File: config.mk
export PLATFORM = sky130hd
export DESIGN_NAME = pwr_seq_top
export DESIGN_NICKNAME = d
export VERILOG_FILES = /design/src/rtl/pwr_seq_pkg.sv /design/src/rtl/pwr_state_dec.sv /design/src/rtl/pwr_step_timer.sv /design/src/rtl/pwr_seq_top.sv
export SDC_FILE = /design/constraint.sdc
export NUM_CORES = 1
export LEC_CHECK = 0
export CAP_MARGIN = 20
export CELL_PAD_IN_SITES_DETAIL_PLACEMENT = 0
export CELL_PAD_IN_SITES_GLOBAL_PLACEMENT = 2
export CORE_MARGIN = 2
export CORE_UTILIZATION = 25
export DETAILED_ROUTE_END_ITERATION = 10
export PLACE_DENSITY = 0.63
export SLEW_MARGIN = 10
export SYNTH_ARGS = -nofsm -noshare
export SYNTH_HDL_FRONTEND = slang
export SYNTH_SLANG_ARGS = --single-unit
File: constraint.sdc
create_clock -name clk -period 4.37 [get_ports clk]
set_input_delay 0.6555 -clock clk [delete_from_list [all_inputs] [get_ports clk]]
set_output_delay 0.6555 -clock clk [all_outputs]
set_load 0.005 [all_outputs]
File: src/rtl/pwr_seq_pkg.sv
`timescale 1ns/1ps
package pwr_seq_pkg;

  typedef enum logic [1:0] {
    PS_OFF = 2'd0,
    PS_S5  = 2'd1,
    PS_S3  = 2'd2,
    PS_S0  = 2'd3
  } pstate_t;

  typedef enum logic [4:0] {
    SQ_OFF, SQ_PRIM, SQ_AUX, SQ_DEEP, SQ_RESUME, SQ_ECEN, SQ_BTN, SQ_WAIT,
    SQ_RUN, SQ_PGW, SQ_PGON, SQ_PGDROP,
    SQ_OFF_PLAT, SQ_OFF_HUB, SQ_OFF_EC, SQ_OFF_RES, SQ_OFF_AUX, SQ_OFF_PRIM
  } seq_t;

  typedef struct packed {
    logic prim;
    logic aux5;
    logic susack;
    logic deep;
    logic resume_n;
    logic ec;
    logic btn_n;
    logic hub;
    logic plat;
    logic busy;
  } pins_t;

  // cycles covering a span in ns, rounded up, never below one
  function automatic int unsigned ns_to_cycles(input longint unsigned hz,
                                               input longint unsigned ns);
    longint unsigned c;
    c = (hz * ns + 64'd999_999_999) / 64'd1_000_000_000;
    if (c == 0) c = 1;
    return int'(c);
  endfunction

  function automatic int unsigned umax(input int unsigned a, input int unsigned b);
    return (a > b) ? a : b;
  endfunction

  function automatic pstate_t decode_state(input logic resume_n,
                                           input logic s4_n,
                                           input logic s3_n);
    if (!resume_n)  return PS_OFF;
    else if (!s4_n) return PS_S5;
    else if (!s3_n) return PS_S3;
    else            return PS_S0;
  endfunction

  function automatic logic is_teardown(input seq_t s);
    return (s == SQ_OFF_PLAT) || (s == SQ_OFF_HUB) || (s == SQ_OFF_EC) ||
           (s == SQ_OFF_RES) || (s == SQ_OFF_AUX) || (s == SQ_OFF_PRIM);
  endfunction

  // output pattern held in each step
  function automatic pins_t pins_for(input seq_t s);
    pins_t p;
    p = '0;
    p.btn_n = 1'b1;
    case (s)
      SQ_PRIM:     begin p.prim = 1; p.busy = 1; end
      SQ_AUX:      begin p.prim = 1; p.aux5 = 1; p.susack = 1; p.busy = 1; end
      SQ_DEEP:     begin p.prim = 1; p.aux5 = 1; p.susack = 1; p.deep = 1; p.busy = 1; end
      SQ_RESUME:   begin p.prim = 1; p.aux5 = 1; p.susack = 1; p.deep = 1; p.resume_n = 1;
                         p.busy = 1; end
      SQ_ECEN, SQ_WAIT, SQ_OFF_HUB:
                   begin p.prim = 1; p.aux5 = 1; p.susack = 1; p.deep = 1; p.resume_n = 1;
                         p.ec = 1; p.busy = 1; end
      SQ_BTN:      begin p.prim = 1; p.aux5 = 1; p.susack = 1; p.deep = 1; p.resume_n = 1;
                         p.ec = 1; p.btn_n = 0; p.busy = 1; end
      SQ_RUN:      begin p.prim = 1; p.aux5 = 1; p.susack = 1; p.deep = 1; p.resume_n = 1;
                         p.ec = 1; end
      SQ_PGW, SQ_PGDROP, SQ_OFF_PLAT:
                   begin p.prim = 1; p.aux5 = 1; p.susack = 1; p.deep = 1; p.resume_n = 1;
                         p.ec = 1; p.hub = 1; p.busy = 1; end
      SQ_PGON:     begin p.prim = 1; p.aux5 = 1; p.susack = 1; p.deep = 1; p.resume_n = 1;
                         p.ec = 1; p.hub = 1; p.plat = 1; end
      SQ_OFF_EC:   begin p.prim = 1; p.aux5 = 1; p.susack = 1; p.deep = 1; p.resume_n = 1;
                         p.busy = 1; end
      SQ_OFF_RES:  begin p.prim = 1; p.aux5 = 1; p.susack = 1; p.deep = 1; p.busy = 1; end
      SQ_OFF_AUX:  begin p.prim = 1; p.deep = 1; p.busy = 1; end
      SQ_OFF_PRIM: begin p.deep = 1; p.busy = 1; end
      default:     ;
    endcase
    return p;
  endfunction

endpackage

File: src/rtl/pwr_state_dec.sv
`timescale 1ns/1ps
module pwr_state_dec
  import pwr_seq_pkg::*;
(
  input  logic    resume_n,
  input  logic    s4_n,
  input  logic    s3_n,
  output pstate_t state
);
  assign state = decode_state(resume_n, s4_n, s3_n);
endmodule

File: src/rtl/pwr_step_timer.sv
`timescale 1ns/1ps
module pwr_step_timer #(
  parameter int CNT_W = 8
) (
  input  logic             clk,
  input  logic             rst_n,
  input  logic             clr,
  input  logic             tick,
  input  logic             use_tick,
  input  logic [CNT_W-1:0] lim,
  output logic             done
);
  logic [CNT_W-1:0] cnt_q;
  logic             step_en;

  assign step_en = use_tick ? tick : 1'b1;
  assign done    = step_en && (cnt_q == lim - CNT_W'(1));

  always_ff @(posedge clk or negedge rst_n) begin
    if (!rst_n)       cnt_q <= '0;
    else if (clr)     cnt_q <= '0;
    else if (step_en) cnt_q <= cnt_q + CNT_W'(1);
  end
endmodule

File: src/rtl/pwr_seq_top.sv
`timescale 1ns/1ps
module pwr_seq_top
  import pwr_seq_pkg::*;
#(
  parameter longint unsigned CLK_HZ   = 50_000_000,
  parameter int unsigned     PRIM_NS  = 200_000,
  parameter int unsigned     GAP_NS   = 400,
  parameter int unsigned     RAIL_MS  = 10,
  parameter int unsigned     PCH_MS   = 95,
  parameter int unsigned     ACK_MS   = 200,
  parameter int unsigned     BTN_MS   = 32,
  parameter int unsigned     S0_TRIES = 5000,
  parameter int unsigned     PG_MS    = 10
) (
  input  logic       clk,
  input  logic       rst_n,
  input  logic       tick_ms,
  input  logic       on_req,
  input  logic       off_req,
  input  logic       sleep4_n,
  input  logic       sleep3_n,
  input  logic       sys_pgood,
  input  logic       susp_dn_ack,
  output logic       prim_en,
  output logic       aux5_en,
  output logic       susp_ack,
  output logic       deep_pwr_ok,
  output logic       resume_rst_n,
  output logic       ec_ctl_en,
  output logic       btn_n,
  output logic       hub_pwr_ok,
  output logic       plat_pwr_ok,
  output logic [1:0] pwr_state,
  output logic       busy
);
  localparam int unsigned PRIM_CYC = ns_to_cycles(CLK_HZ, PRIM_NS);
  localparam int unsigned GAP_CYC  = ns_to_cycles(CLK_HZ, GAP_NS);
  localparam int unsigned MAX_LIM  = umax(umax(umax(PRIM_CYC, GAP_CYC), umax(RAIL_MS, PCH_MS)),
                                          umax(umax(ACK_MS, BTN_MS), umax(S0_TRIES, PG_MS)));
  localparam int          CNT_W    = $clog2(MAX_LIM + 1);

  seq_t             state_q, state_d;
  pins_t            pins_q, pins_d;
  pstate_t          pstate;
  logic [CNT_W-1:0] lim;
  logic             use_tick;
  logic             step_done;
  logic             step_clr;
  logic             in_s0;
  logic             want_off;

  pwr_state_dec u_dec (
    .resume_n (pins_q.resume_n),
    .s4_n     (sleep4_n),
    .s3_n     (sleep3_n),
    .state    (pstate)
  );

  pwr_step_timer #(.CNT_W(CNT_W)) u_timer (
    .clk      (clk),
    .rst_n    (rst_n),
    .clr      (step_clr),
    .tick     (tick_ms),
    .use_tick (use_tick),
    .lim      (lim),
    .done     (step_done)
  );

  assign in_s0    = (pstate == PS_S0);
  assign want_off = off_req || ((pstate == PS_S5) && susp_dn_ack);
  assign step_clr = (state_d != state_q);

  // step length, chosen from the current step only
  always_comb begin
    lim      = CNT_W'(1);
    use_tick = 1'b1;
    case (state_q)
      SQ_PRIM:    begin lim = CNT_W'(PRIM_CYC); use_tick = 1'b0; end
      SQ_AUX:     lim = CNT_W'(RAIL_MS);
      SQ_RESUME:  lim = CNT_W'(PCH_MS);
      SQ_ECEN:    lim = CNT_W'(ACK_MS);
      SQ_BTN:     lim = CNT_W'(BTN_MS);
      SQ_WAIT:    lim = CNT_W'(S0_TRIES);
      SQ_PGW:     lim = CNT_W'(PG_MS);
      SQ_OFF_AUX: begin lim = CNT_W'(GAP_CYC); use_tick = 1'b0; end
      default:    ;
    endcase
  end

  always_comb begin
    state_d = state_q;
    case (state_q)
      SQ_OFF:      if (on_req) state_d = SQ_PRIM;
      SQ_PRIM:     if (step_done) state_d = SQ_AUX;
      SQ_AUX:      if (step_done) state_d = SQ_DEEP;
      SQ_DEEP:     state_d = SQ_RESUME;
      SQ_RESUME:   if (step_done) state_d = SQ_ECEN;
      SQ_ECEN:     if (step_done) state_d = SQ_BTN;
      SQ_BTN:      if (step_done) state_d = SQ_WAIT;
      SQ_WAIT: begin
        if (tick_ms && in_s0) state_d = SQ_RUN;
        else if (step_done)   state_d = SQ_OFF_PLAT;
      end
      SQ_RUN: begin
        if (want_off)       state_d = SQ_OFF_PLAT;
        else if (sys_pgood) state_d = SQ_PGW;
      end
      SQ_PGW: begin
        if (!sys_pgood)     state_d = SQ_PGDROP;
        else if (step_done) state_d = SQ_PGON;
      end
      SQ_PGON: begin
        if (want_off)        state_d = SQ_OFF_PLAT;
        else if (!sys_pgood) state_d = SQ_PGDROP;
      end
      SQ_PGDROP:   state_d = SQ_RUN;
      SQ_OFF_PLAT: state_d = SQ_OFF_HUB;
      SQ_OFF_HUB:  state_d = SQ_OFF_EC;
      SQ_OFF_EC:   state_d = SQ_OFF_RES;
      SQ_OFF_RES:  state_d = SQ_OFF_AUX;
      SQ_OFF_AUX:  if (step_done) state_d = SQ_OFF_PRIM;
      SQ_OFF_PRIM: state_d = SQ_OFF;
      default:     state_d = SQ_OFF;
    endcase
  end

  // tear-down steps may only lower the power-good pair
  always_comb begin
    pins_d = pins_for(state_d);
    if (is_teardown(state_d)) begin
      pins_d.hub  = pins_d.hub & pins_q.hub;
      pins_d.plat = pins_d.plat & pins_q.plat;
    end
  end

  always_ff @(posedge clk or negedge rst_n) begin
    if (!rst_n) begin
      state_q <= SQ_OFF;
      pins_q  <= pins_for(SQ_OFF);
    end else begin
      state_q <= state_d;
      pins_q  <= pins_d;
    end
  end

  assign prim_en      = pins_q.prim;
  assign aux5_en      = pins_q.aux5;
  assign susp_ack     = pins_q.susack;
  assign deep_pwr_ok  = pins_q.deep;
  assign resume_rst_n = pins_q.resume_n;
  assign ec_ctl_en    = pins_q.ec;
  assign btn_n        = pins_q.btn_n;
  assign hub_pwr_ok   = pins_q.hub;
  assign plat_pwr_ok  = pins_q.plat;
  assign busy         = pins_q.busy;
  assign pwr_state    = pstate;
endmodule

# Yosys cells after proc, flatten, opt, wreduce, memory -nomap -nowiden
# Index checks and enable logic that the tools add are counted.
[totals]
regBits = 29
[classes]
n_bitwise = 2
addsub = 2
eq_ne = 37
n_reduce_logical = 20
mux = 33
[op_table]
columns = ["operator", "n"]
rows = [
  ["$pmux 14 s7", 1],
  ["$pmux 5 s17", 1],
  ["$eq 5x4->1 const B", 16],
  ["$mux 5", 15],
  ["$eq 5x3->1 const B", 8],
  ["$reduce_or 15->1", 2],
  ["$mux 14", 2],
  ["$eq 5x2->1 const B", 4],
  ["$reduce_or 16->1", 1],
  ["$eq 5x5->1 const B", 3],
  ["$add 14x1->14 const B", 1],
  ["$eq 14x14->1", 1],
  ["$reduce_or 14->1", 1],
  ["$sub 14x1->14 const B", 1],
  ["$reduce_or 11->1", 1],
  ["$eq 5x1->1 const B", 2],
  ["$mux 1", 10],
  ["$reduce_or 9->1", 1],
  ["$mux 2", 4],
  ["$logic_or 1x1->1", 6],
  ["$logic_not 5->1", 1],
  ["$ne 5x5->1", 1],
  ["$reduce_or 2->1", 2],
  ["$reduce_or 4->1", 1],
  ["other kinds (5)", 8],
]

# Longest topological paths before layout
[depth]
ltp_word = 16
mapped_depth = 19
ltp_nobuf = 15

# Cells and area by module
# A second synthesis with hierarchy kept.
[hier_totals]
hier_cells = 286
hier_area_um2 = 2352.3
[modules_own_cells]
columns = ["module", "area_per_inst_um2", "cells_each", "instances"]
rows = [
  ["pwr_step_timer", 1206.2, 147, 1],
  ["pwr_seq_top", 1128.6, 136, 1],
  ["pwr_state_dec", 17.5, 3, 1],
]

# Worst setup path after synthesis
# Ideal clock, no wire load.
[synth_timing]
path_type = "flip-flop to flip-flop"
from = "register state_q[3]"
to = "register pins_q (netlist bit ec_ctl_en)"
setup_ns = 0.127
path_slack_ns = 0.481
required_time_ns = 4.243
path_stages_with_launch = 19
arrival_time_ns = 3.761
cell_sequence = "dfrtp_1 buf_2 clkbuf_1 clkbuf_1 a22oi_1 or2_2 ha_1 clkbuf_1 xnor2_1 o31a_1 o211ai_1 a211oi_1 nand4_2 or4_1 and3_1 buf_6 nor2_4 nor2_1 mux2_1"
[synth_lines]
columns = ["element", "line_no", "source"]
rows = [
  ["start: declaration", "pwr_seq_top.sv:42", "seq_t state_q, state_d;"],
  ["start signal: assignment", "pwr_seq_top.sv:141", "state_q <= state_d;"],
  ["end signal: assignment", "pwr_seq_top.sv:139", "pins_q <= pins_for(SQ_OFF);"],
  ["end signal: assignment", "pwr_seq_top.sv:142", "pins_q <= pins_d;"],
  ["end: declaration", "pwr_seq_top.sv:43", "pins_t pins_q, pins_d;"],
]

==> metrics.txt <==
Die ar.=~0.01 mm2; fmax=roughly 250 MHz; CTS Sinks=28; top cell type by total area after synthesis=dfrtp_1; Final #Nets=294; largest cells by area after synthesis=dfrtp_1 30%, xor2_1 5.8%, xnor2_1 3.5%; Synth Instances=between 200 and 300; first-pass GRT wire length=10600 um; number of global-route vias before repair=1996; CTS tree=built; IO buf count=20; final std cells w/o fill=390; synth cell count leaders=27 x dfrtp_1, 17 x nor2_1, 15 x xor2_1, 14 x o21ai_0, 13 x nand2_1; TritonCTS Buffers=3; setup_tns=0 ns; DRC errors left=0; max-slew violation count=0; routability cong.=between 0.8 and 0.9; area share of the largest cell type after synthesis=29.9%; power density cells=235 mW/mm2; Clock Latency Late Sink=~0.27 ns; Tmin final=3.99 ns; Distinct cells, synth=just under 70; Post-synth EDFFs=0; Yosys reg bits=28; Die Ht=99.1 um; YS warnings=0; Root Driver=clkbuf_8; detailed placer's ending HPWL=between 4000 and 5000 um; Crit. End Element=flop; crit path DAT=4.16 ns; total setup buffers inserted after CTS=0; RSZ-0062 raised after global routing=false; VDD IR max=137 uV; max-cap check violation count=0; Die X=99.1 um; Final ANT Viol Nets=0; synth-to-layout area growth=17.9%; placed cells=386; WS Path Type=flop to flop; H-tree Lvls=1; Worst Setup Slack, final=0.375 ns; Post-Syn Nets=274; Hold Path Class=flop to flop; dominant synthesized flop cell=dfrtp_1; Least-Margin Pin Slew=0.603 ns; endpoints failing hold=0; Async SR Flop Fraction=100%; Worst Skew=0.00363 ns; placed cell area=~0.0026 mm2; most frequent cell after synthesis=dfrtp_1; total gr overflow=0; Initial DRT Pass Iterations=4; Avg Inst Size Synth=between 8 and 9 um2; period utilization=approximately 90%; relative slew slack=roughly three fifths; CORE AREA=0.00876 mm2; diode count=0; final wirelength=6260 um; wire per inst=16.1 um; Post-Syn Area=0.00226 mm2; Top Ports=21; dpl ws=0.169 ns; setup violators final=0; status=complete, no violations; total track usage=13.2%; largest net degree at the start of global routing=29; Starting DRT DRC Count=about 120; Rows=34; Seq/Total Area, Yosys=31.0%; Crit Path Max Fanout=15; initial antenna violation count=0; layout cells sized above 1=15.6%; Via density=5.17; Tot Pwr=about 0.63 mW; Starting Density=25.8%; Design Area, Final=~0.0027 mm2; total vias in the final route=2016; CP Launch Type=flop; CP Data Required Time=roughly 4.5 ns; clock-pin slew on the worst setup and hold paths=around 0.10 ns; Max Root-Sink Buffers=2; Leak=1.03 nW
per-layer routing:
| metal | share of wire, % | vias up | wire, um | GRT usage, % |
|---|---|---|---|---|
| met5 | 0 | - | 0 | 0 |
| met1 | 51 | 988 | 3170 | 19.2 |
| met4 | 1.2 | 0 | 78 | 4.21 |
| met2 | 47 | 31 | 2920 | 21.4 |
| met3 | 1.5 | 4 | 93 | 0.211 |
| li1 | - | 993 | - | - |
per-stage QoR:
stage / hold WS (ns) / util (%)
after CTS: 0.551 / 30.3
after global routing: 0.596 / 30.4
after detailed placement: 0.527 / 29.7
final: 0.540 / 30.4
after floorplan: 0.360 / -
after global placement: 0.518 / 29.7
flip-flops by register name, indices dropped and copies added (netlist names):
register       cells
aux5_en            1
btn_n              1
busy               1
deep_pwr_ok        1
ec_ctl_en          1
hub_pwr_ok         1
plat_pwr_ok        1
prim_en            1
resume_rst_n       1
state_q            5
u_timer.cnt_q     14
cell usage in the layout, fill, tap and decap left out, types with 3 or more instances in the layout:
cell and count:
dfrtp_1 26, clkdlybuf4s50_1 20, nor2_1 17, xor2_1 15
buf_4 15, o21ai_0 14, nand2_1 13, nor3_1 11
a21oi_1 10, nor2_2 10, nand2b_1 9, xnor2_1 9
nand3_1 8, nand4_1 7, inv_1 5, or3_1 5
a31oi_1 5, and3_1 5, nor2b_1 4, clkbuf_8 4
a22oi_1 3, mux2i_1 3, o21a_1 3, o31ai_1 3
a221oi_1 3
path summary, 6_finish.rpt:
path / end / start / slack [ns] / depth (start not counted)
max: ec_ctl_en / state_q[2] / 0.38 / 15
max in group asynchronous: btn_n / rst_n / 3.32 / 2
min: hub_pwr_ok / hub_pwr_ok / 0.54 / 2
max reg2reg: ec_ctl_en / state_q[2] / 0.38 / 15
min in group asynchronous: plat_pwr_ok / rst_n / 0.75 / 2
min reg2reg: hub_pwr_ok / hub_pwr_ok / 0.54 / 2
cell type report:
class,instances,area [um2]
Tap cell,108,135
Inverter,6,22.5
Fill cell,934,6100
Multi-Input combinational cell,209,1440
Timing Repair Buffer,35,313
Sequential cell,28,703
Clock buffer,4,55.1
critical path, stage by stage (launching register included):
cell	delay, ns
dfrtp_2	0.52
buf_4	0.23
nor2_1	0.17
nand3_1	0.20
o21ai_0	0.14
ha_1	0.33
o21ai_0	0.15
o2bb2ai_1	0.14
a221oi_1	0.28
xnor2_1	0.17
nand4_2	0.19
or4_1	0.43
and3_1	0.33
nor2_4	0.21
nor2_1	0.06
mux2_1	0.31
where the power goes:
group	total (mW)	internal (mW)	switching (mW)	leakage [nW]
logic	0.157	0.0726	0.0844	0.651
clock network	0.162	0.0807	0.0817	0.0288
registers	0.307	0.277	0.0303	0.351
logic make-up (layout without fill, tap and decap cells):
kind of cell / count (synthesis) / count (layout) / synth area share (%)
flip-flops: 28 / 28 / 31.0
AND/OR/NAND/NOR: 110 / 110 / 28.6
adder cells (fa/ha/maj): 2 / 2 / 1.11
buffers and inverters: 26 / 45 / 5.76
multiplexers: 4 / 4 / 1.83
XOR/XNOR: 25 / 25 / 10.5
AO/OA/AOI/OAI: 68 / 68 / 21.1
repair_timing:
item | CTS | global route
endpoints found under the setup margin | 0 | 15
hold buffers | 0 | 0
resized for setup | 0 | 2
(Power assumes the default switching activity.)
